--- src/rtl/voq_input_buffer.sv ---
module voq_input_buffer #(
  parameter int NOUT   = 4,
  parameter int DEPTH  = 4,
  parameter int PKT_W  = 256,
  parameter int ADDR_W = 8,
  parameter int TS_W   = 16,
  localparam int DW    = $clog2(NOUT),
  localparam int PW    = (DEPTH > 1) ? $clog2(DEPTH) : 1,
  localparam int CW    = $clog2(DEPTH + 1),
  localparam int NENT  = 1 << ADDR_W
) (
  input  logic                  clk,
  input  logic                  rst_n,
  input  logic                  cfg_we,
  input  logic [ADDR_W-1:0]     cfg_addr,
  input  logic [DW-1:0]         cfg_port,
  input  logic                  in_valid,
  output logic                  in_ready,
  input  logic                  in_class,
  input  logic [PKT_W-1:0]      in_pkt,
  output logic [NOUT-1:0]       head_valid,
  output logic [NOUT-1:0]       head_class,
  output logic [NOUT*PKT_W-1:0] head_pkt,
  output logic [NOUT*CW-1:0]    occ,
  input  logic [NOUT-1:0]       deq
);

  logic [DW-1:0]   xlat [NENT];
  logic [DW-1:0]   tgt;
  logic [TS_W-1:0] ts_cnt;
  logic [NOUT-1:0] full;
  logic [PKT_W-1:0] stamped;
  logic            accept;

  always_ff @(posedge clk) begin
    if (!rst_n) begin
      for (int i = 0; i < NENT; i++) xlat[i] <= DW'(i % NOUT);
    end else if (cfg_we) begin
      xlat[cfg_addr] <= cfg_port;
    end
  end

  always_ff @(posedge clk) begin
    if (!rst_n) ts_cnt <= '0;
    else        ts_cnt <= ts_cnt + 1'b1;
  end

  assign tgt      = xlat[in_pkt[PKT_W-1 -: ADDR_W]];
  assign in_ready = !full[tgt];
  assign accept   = in_valid && in_ready;

  always_comb begin
    stamped = in_pkt;
    if (in_class) stamped[PKT_W-ADDR_W-1 -: TS_W] = ts_cnt;
  end

  for (genvar g = 0; g < NOUT; g++) begin : g_q
    logic [PKT_W:0]  mem [DEPTH];
    logic [PW-1:0]   wp, rp;
    logic [CW-1:0]   cnt;
    logic            push, pop;

    assign push = accept && (tgt == DW'(g));
    assign pop  = deq[g] && (cnt != '0);

    always_ff @(posedge clk) begin
      if (push) mem[wp] <= {in_class, stamped};
    end

    always_ff @(posedge clk) begin
      if (!rst_n) begin
        wp  <= '0;
        rp  <= '0;
        cnt <= '0;
      end else begin
        if (push) wp <= (wp == PW'(DEPTH-1)) ? '0 : wp + 1'b1;
        if (pop)  rp <= (rp == PW'(DEPTH-1)) ? '0 : rp + 1'b1;
        cnt <= cnt + CW'(push) - CW'(pop);
      end
    end

    assign full[g]                   = (cnt == CW'(DEPTH));
    assign head_valid[g]             = (cnt != '0);
    assign head_class[g]             = mem[rp][PKT_W];
    assign head_pkt[g*PKT_W +: PKT_W] = mem[rp][PKT_W-1:0];
    assign occ[g*CW +: CW]           = cnt;
  end

endmodule

--- config.mk ---
export PLATFORM = sky130hd
export DESIGN_NAME = voq_input_buffer
export DESIGN_NICKNAME = d
export VERILOG_FILES = /design/src/rtl/voq_input_buffer.sv
export SDC_FILE = /design/constraint.sdc
export NUM_CORES = 2
export LEC_CHECK = 0
export BUFFER_PORTS_ARGS = -buffer_cell sky130_fd_sc_hd__buf_2
export CORE_MARGIN = 10
export CORE_UTILIZATION = 50
export DETAILED_ROUTE_END_ITERATION = 6
export HOLD_SLACK_MARGIN = 0.15
export MAX_ROUTING_LAYER = met4
export PLACE_DENSITY_LB_ADDON = 0.3
export SYNTH_ARGS = -nofsm -noshare
export SYNTH_HDL_FRONTEND = slang
export SYNTH_MEMORY_MAX_BITS = 65536
export SYNTH_SLANG_ARGS = --single-unit
--- constraint.sdc ---
create_clock -name clk -period 12.8 [get_ports clk]
set_input_delay 2.56 -clock clk [delete_from_list [all_inputs] [get_ports clk]]
set_output_delay 2.56 -clock clk [all_outputs]
set_load 0.05 [all_outputs]
==> metrics.md <==
| Metric | Value |
|---|---|
| Cells after synthesis | 7626 |
| Post-DP Area | 187200 um^2 |
| Critical Path Sink Type | output pin |
| DR vias/cell | 6.220 |
| Total area of sequential cells | 139900 um^2 |
| Hold/Removal Path Class | register to register |
| Commonest non-fill, non-tap cell in the layout | edfxtp_1 |
| DRT Wirelength | 500.8 mm |
| Final Hold Fails | 0 |
| Synth Warn # | 0 |
| CP required | 10.24 ns |
| Reg2Reg Setup Slack | 7.70 ns |
| Top cells by area, synth | edfxtp_1, mux4_2, nand2_1 |
| P_sw | 13.10 mW |
| Post-layout net count | 9420 |
| Die Area | 373700 um^2 |
| Final worst path period share | 73.37% |
| PortBufs | 1319 |
| # IOs | 1320 |
| RSZ-0062 raised after global routing | false |
| Synth Cell Area | 174800 um^2 |
| Die H | 611.3 um |
| GPL Wtd Cong | 0.8959 |
| DRT iter0 DRCs | 11660 |
| Most frequent cells in the layout | edfxtp_1, buf_2, mux4_2, clkbuf_16, nand2_1 |
| Synth Net Count | 7934 |
| CTS tree | built |
| Final Cell Area | 201900 um^2 |
| Synth Register Bits | 4676 |
| Cell area power density | 200.6 nW/um^2 |
| Area grow syn2layout | 15.48% |
| Status | finished clean |
| Clock-pin slew of the registers on the worst-case setup and hold paths | 0.06 ns |
| Final critical-path setup slack | 3.408 ns |
| Comb power frac | 23.9% |
| Vias in the first global route | 87410 |
| Distinct cells, synth | 58 |
| Root buffer cell | clkbuf_16 |
| Seq/Total Area, Yosys | 80.02% |
| H-Tree Depth | 5 |
| Slew @ Worst Pin | 1.321 ns |
| 1st-pass router iterations | 6 |
| Filler Cells Inserted | 24910 |
| Min cycle time layout | 9.392 ns |
| Synth area leader | edfxtp_1 |
| Final setup fails | 0 |
| Startpoint types | primary input |
| Max-cap violation count | 0 |
| Lkg Pwr | 64.10 nW |
| Total CTS buffers | 452 |
| Worst-Skew Late Latency | 1.00 ns |
| Total negative setup slack | 0 ns |
| Multi-input gate area | 33210 um^2 |
| Worst Skew | 0.08994 ns |
| P_int | 27.40 mW |
| Worst Path Max Fanout | 65 |
| Synthesized area per cell | 22.92 um^2 |
| Clock power share | 32.5% |
| Sequential cell fraction of total power | 43.6% |
| # Post-CTS Setup Buffers | 0 |
| Layout Utilization | 57.87% |
| Wirelength per Cell | 35.40 um |
| First-pass GRT wire length | 696.8 mm |
| Vias | 87980 |
| Core ar. | 348900 um^2 |
| Top cell type's share of synthesized area | 79.42% |
| Number of synthesized flops with an enable pin | 4624 |
| Share of cells above drive strength 1 | 34.75% |
| Asr flop ratio synth | 0% |
| Initial Utilization | 50.11% |
| Post-route DRC | 0 |
| Max Buffers Root-to-Sink | 4 |
| GRT Overall Usage | 26.94% |
| Worst slew margin | 11.85% |
| Die width | 611.3 um |
| Peak VDD IR | 196.8 uV |
| Grt ovf | 0 |
| Largest net degree at the start of global routing | 136 |
| Slew Viols, Final | 0 |
| Prevailing post-synth register cell | edfxtp_1 |
| CTS resizes | 0 |
| Critical Path AT | 6.83 ns |
| Place WS | 3.445 ns |
| Fmax achieved | 0.1065 GHz |
| Post-DRT Antenna Nets | 0 |
| FP Rows | 217 |
| Dpl hpwl | 318.3 mm |
| Clock tree sinks | 4676 |
| Switching share of power | 32.34% |
| Crit path kind | primary input to output pin |
| # hold bufs at CTS | 0 |
| Initial antenna violation count | 75 |
| Power Total | 40.49 mW |
## routing by layer
metal | up-vias | global-route usage (%) | share of wire (%)
met1 | 47120 | 33.95 | 36
met2 | 5083 | 43.85 | 51
met4 | 0 | 11.08 | 5.0
li1 | 34880 | - | -
met5 | - | - | 0
met3 | 893 | 4.706 | 8.8
## flip-flops by register name, summed over array words and instances (netlist names), named ones only
name     count
ts_cnt      16
g_q.wp       8
g_q.rp       8
xlat       512
g_q.mem   4112
g_q.cnt     12
## synth_stat cells, types with 8 or more instances
master / n
ha_1: 29
dfxtp_1: 52
nand3_1: 26
or3_1: 65
inv_1: 29
nand2_1: 337
and3_1: 63
a21boi_0: 8
buf_1: 137
mux2_2: 28
a22oi_1: 27
o21ai_0: 249
mux4_2: 1148
buf_6: 11
mux2i_1: 31
and2_1: 42
nor2b_1: 27
xnor2_1: 15
nand4_1: 12
nor2_1: 276
nand2b_1: 17
nor3_1: 16
edfxtp_1: 4624
clkbuf_1: 255
a21oi_1: 13
buf_2: 15
## path summary, 6_finish.rpt
check	from	end	cells past startpoint
setup / recovery	in_pkt[248]	in_ready	11
hold / removal	g_q[1].rp[1]$_SDFFE_PN0P_	register	2
setup reg to reg	xlat[159][1]$_SDFFCE_PN1P_	g_q[1].mem[2][222]$_DFFE_PP_	10
hold reg to reg	g_q[1].rp[1]$_SDFFE_PN0P_	register	2
## critical path, stage by stage
cell	delay (ns)
clkbuf_8	0.50
buf_4	0.81
mux4_2	0.61
a31oi_1	0.21
o31ai_1	0.09
or4_1	0.56
o31ai_2	0.35
a21oi_2	0.21
mux2i_1	0.15
mux2_2	0.37
buf_2	0.24
## per-stage QoR
| stage | cells | hold slack [ns] |
|---|---|---|
| global route | 14140 | 0.5224 |
| floorplan | 7626 | 0.4450 |
| detailed placement | 13260 | 0.4813 |
| global placement | 13260 | 0.4664 |
| finish | 14150 | 0.4947 |
| CTS | 14100 | 0.4965 |
## cells by family (layout without fill, tap and decap cells)
kind of cell	Yosys count	after routing	share of synthesized area [%]
AO/OA/AOI/OAI	331	331	1.050
XOR/XNOR	18	18	0.09018
adder cells (fa/ha/maj)	33	33	0.2534
buffers and inverters	452	2327	1.039
flip-flops	4676	4676	80.02
multiplexers	1208	1208	15.15
other	0	46	0
AND/OR/NAND/NOR	908	908	2.395
## area by class of cell
cell class	instances	share of cell area, %
multi-input combinational	2498	16.45
tap	4599	2.850
antenna	46	0.05701
inverter	29	0.05392
sequential	4676	69.30
clock buffer	558	5.851
timing repair buffer	1455	4.039
clock inverter	285	1.395
## power groups by stage
stage	combinational, mW	sequential, mW	clock [mW]
2_1_floorplan	6.64	18.0	0
4_1_cts	9.78	17.7	13.4
6_report	9.67	17.6	13.2
5_1_grt	9.92	17.7	14.0
3_5_place_dp	9.77	18.0	0
3_3_place_gp	9.73	17.9	0
Power figures use the tool's default switching activity.
